## src/rtl/qual_pkg.sv

```systemverilog
package qual_pkg;
    typedef enum logic [1:0] {
        ST_IDLE       = 2'd0,
        ST_CHECK_RISE = 2'd1,
        ST_CHECK_FALL = 2'd2
    } qual_state_t;
endpackage

```

## src/rtl/sync_chain.sv

```systemverilog
module sync_chain #(
    parameter int   STAGES    = 2,
    parameter logic RESET_VAL = 1'b0
) (
    input  logic clk,
    input  logic rst,
    input  logic d,
    output logic q
);
    logic [STAGES-1:0] pipe;

    always_ff @(posedge clk) begin
        if (rst) pipe <= {STAGES{RESET_VAL}};
        else     pipe <= {pipe[STAGES-2:0], d};
    end

    assign q = pipe[STAGES-1];
endmodule

```

## src/rtl/confirm_counter.sv

```systemverilog
module confirm_counter #(
    parameter int TARGET = 32
) (
    input  logic clk,
    input  logic clr,
    input  logic load_one,
    input  logic inc,
    output logic at_last
);
    localparam int W = (TARGET < 2) ? 1 : $clog2(TARGET + 1);
    localparam logic [W-1:0] LAST = W'(TARGET - 1);

    logic [W-1:0] cnt;

    always_ff @(posedge clk) begin
        if (clr)           cnt <= '0;
        else if (load_one) cnt <= W'(1);
        else if (inc)      cnt <= cnt + W'(1);
    end

    assign at_last = (cnt == LAST);
endmodule

```

## src/rtl/qualifier_fsm.sv

```systemverilog
module qualifier_fsm
    import qual_pkg::*;
#(
    parameter logic RESET_LEVEL = 1'b0
) (
    input  logic clk,
    input  logic rst,
    input  logic sample,
    input  logic at_last,
    output logic cnt_clr,
    output logic cnt_load,
    output logic cnt_inc,
    output logic level_o,
    output logic change_o,
    output logic pad_oe_o,
    output logic pad_drive_o
);
    qual_state_t state, nxt;
    logic start, confirm, accept, abort, cand;

    // state register
    always_ff @(posedge clk) begin
        if (rst) state <= ST_IDLE;
        else     state <= nxt;
    end

    // transitions
    always_comb begin
        nxt     = state;
        start   = 1'b0;
        confirm = 1'b0;
        accept  = 1'b0;
        abort   = 1'b0;
        cand    = level_o;
        unique case (state)
            ST_IDLE: begin
                if (sample != level_o) begin
                    start = 1'b1;
                    nxt   = sample ? ST_CHECK_RISE : ST_CHECK_FALL;
                end
            end
            ST_CHECK_RISE: begin
                cand = 1'b1;
                if (sample) begin
                    if (at_last) begin accept = 1'b1; nxt = ST_IDLE; end
                    else         confirm = 1'b1;
                end else begin
                    abort = 1'b1;
                    nxt   = ST_IDLE;
                end
            end
            ST_CHECK_FALL: begin
                cand = 1'b0;
                if (!sample) begin
                    if (at_last) begin accept = 1'b1; nxt = ST_IDLE; end
                    else         confirm = 1'b1;
                end else begin
                    abort = 1'b1;
                    nxt   = ST_IDLE;
                end
            end
            default: nxt = ST_IDLE;
        endcase
    end

    assign cnt_clr  = rst | accept | abort;
    assign cnt_load = start;
    assign cnt_inc  = confirm;

    // registered outputs
    always_ff @(posedge clk) begin
        if (rst) begin
            level_o     <= RESET_LEVEL;
            change_o    <= 1'b0;
            pad_oe_o    <= 1'b0;
            pad_drive_o <= RESET_LEVEL;
        end else begin
            change_o <= accept;
            if (accept) begin
                level_o     <= cand;
                pad_oe_o    <= 1'b0;
                pad_drive_o <= cand;
            end else if (abort) begin
                pad_oe_o    <= 1'b0;
                pad_drive_o <= level_o;
            end else if (start) begin
                pad_oe_o    <= 1'b1;
                pad_drive_o <= sample;
            end
        end
    end
endmodule

```

## src/rtl/slew_qualifier.sv

```systemverilog
module slew_qualifier #(
    parameter int   CONFIRM_COUNT = 32,
    parameter logic RESET_LEVEL   = 1'b0
) (
    input  logic clk,
    input  logic rst,
    input  logic pin_in,
    output logic level_o,
    output logic change_o,
    output logic pad_oe_o,
    output logic pad_drive_o
);
    localparam int SYNC_STAGES = 2;

    logic sample, at_last, cnt_clr, cnt_load, cnt_inc;

    sync_chain #(.STAGES(SYNC_STAGES), .RESET_VAL(RESET_LEVEL)) u_sync (
        .clk(clk), .rst(rst), .d(pin_in), .q(sample)
    );

    confirm_counter #(.TARGET(CONFIRM_COUNT)) u_cnt (
        .clk(clk), .clr(cnt_clr), .load_one(cnt_load), .inc(cnt_inc),
        .at_last(at_last)
    );

    qualifier_fsm #(.RESET_LEVEL(RESET_LEVEL)) u_fsm (
        .clk(clk), .rst(rst), .sample(sample), .at_last(at_last),
        .cnt_clr(cnt_clr), .cnt_load(cnt_load), .cnt_inc(cnt_inc),
        .level_o(level_o), .change_o(change_o),
        .pad_oe_o(pad_oe_o), .pad_drive_o(pad_drive_o)
    );
endmodule

```

## config.mk

```make
export PLATFORM = sky130hd
export DESIGN_NAME = slew_qualifier
export DESIGN_NICKNAME = d
export VERILOG_FILES = /design/src/rtl/qual_pkg.sv /design/src/rtl/sync_chain.sv /design/src/rtl/confirm_counter.sv /design/src/rtl/qualifier_fsm.sv /design/src/rtl/slew_qualifier.sv
export SDC_FILE = /design/constraint.sdc
export NUM_CORES = 1
export LEC_CHECK = 0
export BUFFER_PORTS_ARGS = -buffer_cell sky130_fd_sc_hd__buf_2
export CAP_MARGIN = 20
export CELL_PAD_IN_SITES_DETAIL_PLACEMENT = 0
export CELL_PAD_IN_SITES_GLOBAL_PLACEMENT = 1
export CORE_UTILIZATION = 46
export DETAILED_ROUTE_END_ITERATION = 12
export GPL_ROUTABILITY_DRIVEN = 0
export PLACE_DENSITY = 0.89
export SLEW_MARGIN = 0
export SYNTH_ARGS = -nofsm -noshare
export SYNTH_HDL_FRONTEND = slang
export SYNTH_HIERARCHICAL = 1
export SYNTH_SLANG_ARGS = --single-unit
```

## constraint.sdc

```tcl
create_clock -name clk -period 3.4 [get_ports clk]
set_clock_uncertainty 0.1 [all_clocks]
set_input_delay 0.68 -clock clk [delete_from_list [all_inputs] [get_ports clk]]
set_output_delay 0.68 -clock clk [all_outputs]
set_load 0.02 [all_outputs]
```

==> summary.txt <==
Global route
  • Vias in the first global route: 522
  • Initial antenna violation count: 0
  • Largest net degree at the start of global routing: 10
  • First-pass GRT wire length: 2150 um
  • Overflow after GRT: 0
  • Total track usage: 16.0%

Synthesis
  • Synth Warn #: 6
  • Count leader, synth: dfxtp_1
  • Sequential area share after synthesis: a little under two fifths
  • Syn avg cell area: 9.43 um2
  • Area contributors post-synth: dfxtp_1 (37%), ha_1 (10%), xor2_1 (5.8%)
  • Post-synth top area share: 37.1%
  • Top FF cell, synth: dfxtp_1
  • Post-synth top area cell: dfxtp_1
  • Post-Syn Area: roughly 750 um2
  • Synth cell types: 32
  • Synth async-reset ratio: 0%
  • Synth top cells by count: dfxtp_1 (14), nor2_1 (7), ha_1 (6), nand2_1 (6), xor2_1 (5)
  • Synth Register Bits: 14
  • Cells after Synth: 80
  • Synthesized Nets: 89
  • Post-synth EDFFs: 0

STA
  • Setup-failing EPs final: 0
  • Clock period minus worst slack: 2.40 ns
  • Final number of hold-violating endpoints: 0
  • Fin. max-slew vios: 0
  • Final WS setup: 0.999 ns
  • Setup TNS: 0 ns
  • RSZ-0062 raised after global routing: false
  • Actual slew at the worst max-slew pin: approximately 0.7 ns
  • Max Freq: between 400 and 500 MHz
  • Relative slew slack: 53.9%
  • Period utilization: 70.6%
  • Hold Slack: 0.345 ns

Final layout
  • Nets: a little under 100
  • Layout Area Growth over Synthesis: 7.46%
  • FF+latch area: 280 um2
  • Fin util: 53.2%
  • FILL cells: 148
  • Share of post-route cells with drive strength above 1: 17.2%
  • Non-Filler Instances: 103
  • Multi-input logic area: 443 um2
  • Cell area after layout: 811 um2
  • Number of antenna diodes: 0

CTS
  • Num CTS Buffers: 3
  • Maximum buffer depth of the clock tree: 2
  • Post_cts resized: 0
  • H-tree depth: 1
  • Root buffer cell: clkbuf_4
  • Post CTS Setup Buffer Count: 0
  • CTS tree: done
  • Worst-path clk slew: roughly 0.070 ns
  • Clk_lat worst skew: 0.27 ns
  • Hold_buf cts: 0
  • Total clock sinks: 14

Placement
  • Setup slack at placement: approximately 1.0 ns
  • Dpl cell area: 788 um2
  • HPWL Detailed: 988 um
  • Port bufs: 6
  • Placed cells: 100

Worst setup path
  • Max FO, Critical Path: 6
  • Worst Setup Start Kind: flop
  • Critical Path RT: approximately 3.5 ns
  • Cells along the critical path: inv_1 -> ha_1 -> mux2i_4 -> nor3b_1 -> nand4_2 -> or3_1 -> a21oi_1
  • Worst r2r dst: u_cnt/cnt[5]
  • CP max-delay cell: nor3b_1
  • WS Path Type: flop to flop
  • R2r startpoint: u_fsm/state[1]
  • Crit path DAT: between 2 and 3 ns
  • R2R cell count: 7
  • Crit path largest cell delay: 0.60 ns
  • R2R Setup Slk: 1.0 ns
  • Crit. End Element: flop

Die
  • Core box area: 0.00152 mm2
  • DIE WIDTH: approximately 43 um
  • Initial Util: between 40% and 50%
  • Die footprint: 0.00181 mm2
  • I/O pin cnt: 7
  • Rows: 14
  • Die H: around 43 um

Pwr
  • Pleak: 0.320 nW
  • Total power: 0.284 mW
  • Max VDD drop: 0.261 mV
  • Pwr dens: 350 mW/mm2

Drt
  • Detail Route Antenna Nets: 0
  • DRC violations left: 0
  • Via density: between 5 and 6
  • DR pass1 iterations: 4
  • Routed vias: 564
  • WL/cell: 12.1 um
  • DRT Wirelength: approximately 1300 um
  • Iter 0 DRT Violations: 2

Run
  • Max Cap Viol: 0

Worst hold path
  • Hold path depth: 1
  • HP Class: flop to flop
  • Min-Delay Endpoint: u_sync/pipe[1]
  • Min-Delay Startpoint: u_sync/pipe[0]

Outcome
  • Status: finished clean
placed cells by master, fill, tap and decap left out, types with 2 or more instances in the layout:
| master | instances |
|---|---|
| o21ai_0 | 3 |
| nand2_1 | 6 |
| nor2_1 | 7 |
| o2bb2ai_1 | 2 |
| dfxtp_1 | 14 |
| inv_1 | 4 |
| clkbuf_4 | 3 |
| xor2_1 | 5 |
| a21oi_1 | 4 |
| nor2b_1 | 2 |
| buf_2 | 6 |
| mux2i_1 | 2 |
| nor3b_1 | 3 |
| or3_1 | 2 |
| nor4_1 | 2 |
| ha_1 | 6 |
final cells by class:
cell class                      count  area share [%]
Sequential cell                    14            34.6
Multi-Input combinational cell     60            54.6
Timing Repair Buffer                6            3.70
Tap cell                           16            2.47
Inverter                            4            1.85
Clock buffer                        3            2.78
worst max-delay path: cells and delay by family (launching register included):
family / cells / cell delay (ns)
buffers and inverters: 1 / 0.10
adders and majority gates: 1 / 0.27
and+or+nand+nor: 3 / 1.22
AOI/OAI and AO/OA: 1 / 0.14
muxes: 1 / 0.14
DFF: 1 / 0.37
power breakdown:
| group | leakage (nW) | switching (mW) | total (mW) | internal (mW) |
|---|---|---|---|---|
| sequential | 0.114 | 0.00373 | 0.171 | 0.168 |
| clock | 0.0138 | 0.0476 | 0.0886 | 0.0411 |
| combinational | 0.193 | 0.0130 | 0.0236 | 0.0106 |
| total | 0.320 | 0.0643 | 0.284 | 0.219 |
sequential cells by signal, indices dropped and copies added (netlist names):
register and cells:
u_cnt/cnt 6, u_fsm/state 2, u_sync/pipe 2, u_fsm/change_o 1
u_fsm/level_o 1, u_fsm/pad_drive_o 1, u_fsm/pad_oe_o 1
worst max path at each step:
stage / from / slack, ns / cells past startpoint / endpoint
after global routing: u_fsm/state[1] / 0.83 / 7 / u_cnt/cnt[5]
after floorplan: u_fsm/state[1] / 1.27 / 7 / u_cnt/cnt[5]
after detailed placement: u_fsm/state[1] / 1.03 / 7 / u_cnt/cnt[5]
after global placement: u_fsm/state[1] / 1.07 / 7 / u_cnt/cnt[5]
final: u_fsm/state[1] / 1.0 / 7 / u_cnt/cnt[5]
after CTS: u_fsm/state[1] / 1.01 / 7 / u_cnt/cnt[5]
cells by family after synthesis:
group	after synthesis	synth area share, %
AND/OR/NAND/NOR	31	23.6
flip-flops	14	37.1
AO/OA/AOI/OAI	13	11.1
XOR/XNOR	6	6.97
buffers and inverters	6	4.14
adder cells (fa/ha/maj)	6	9.95
multiplexers	4	7.13
metal layers:
metal | vias to the layer above | global-route usage [%] | wire [um]
li1 | 294 | - | -
met1 | 260 | 18.3 | 555
met2 | 8 | 26.8 | 633
met3 | 2 | 6.47 | 50
met4 | 0 | 5.63 | 11
met5 | - | 0 | 0
Power figures use the tool's default switching activity.
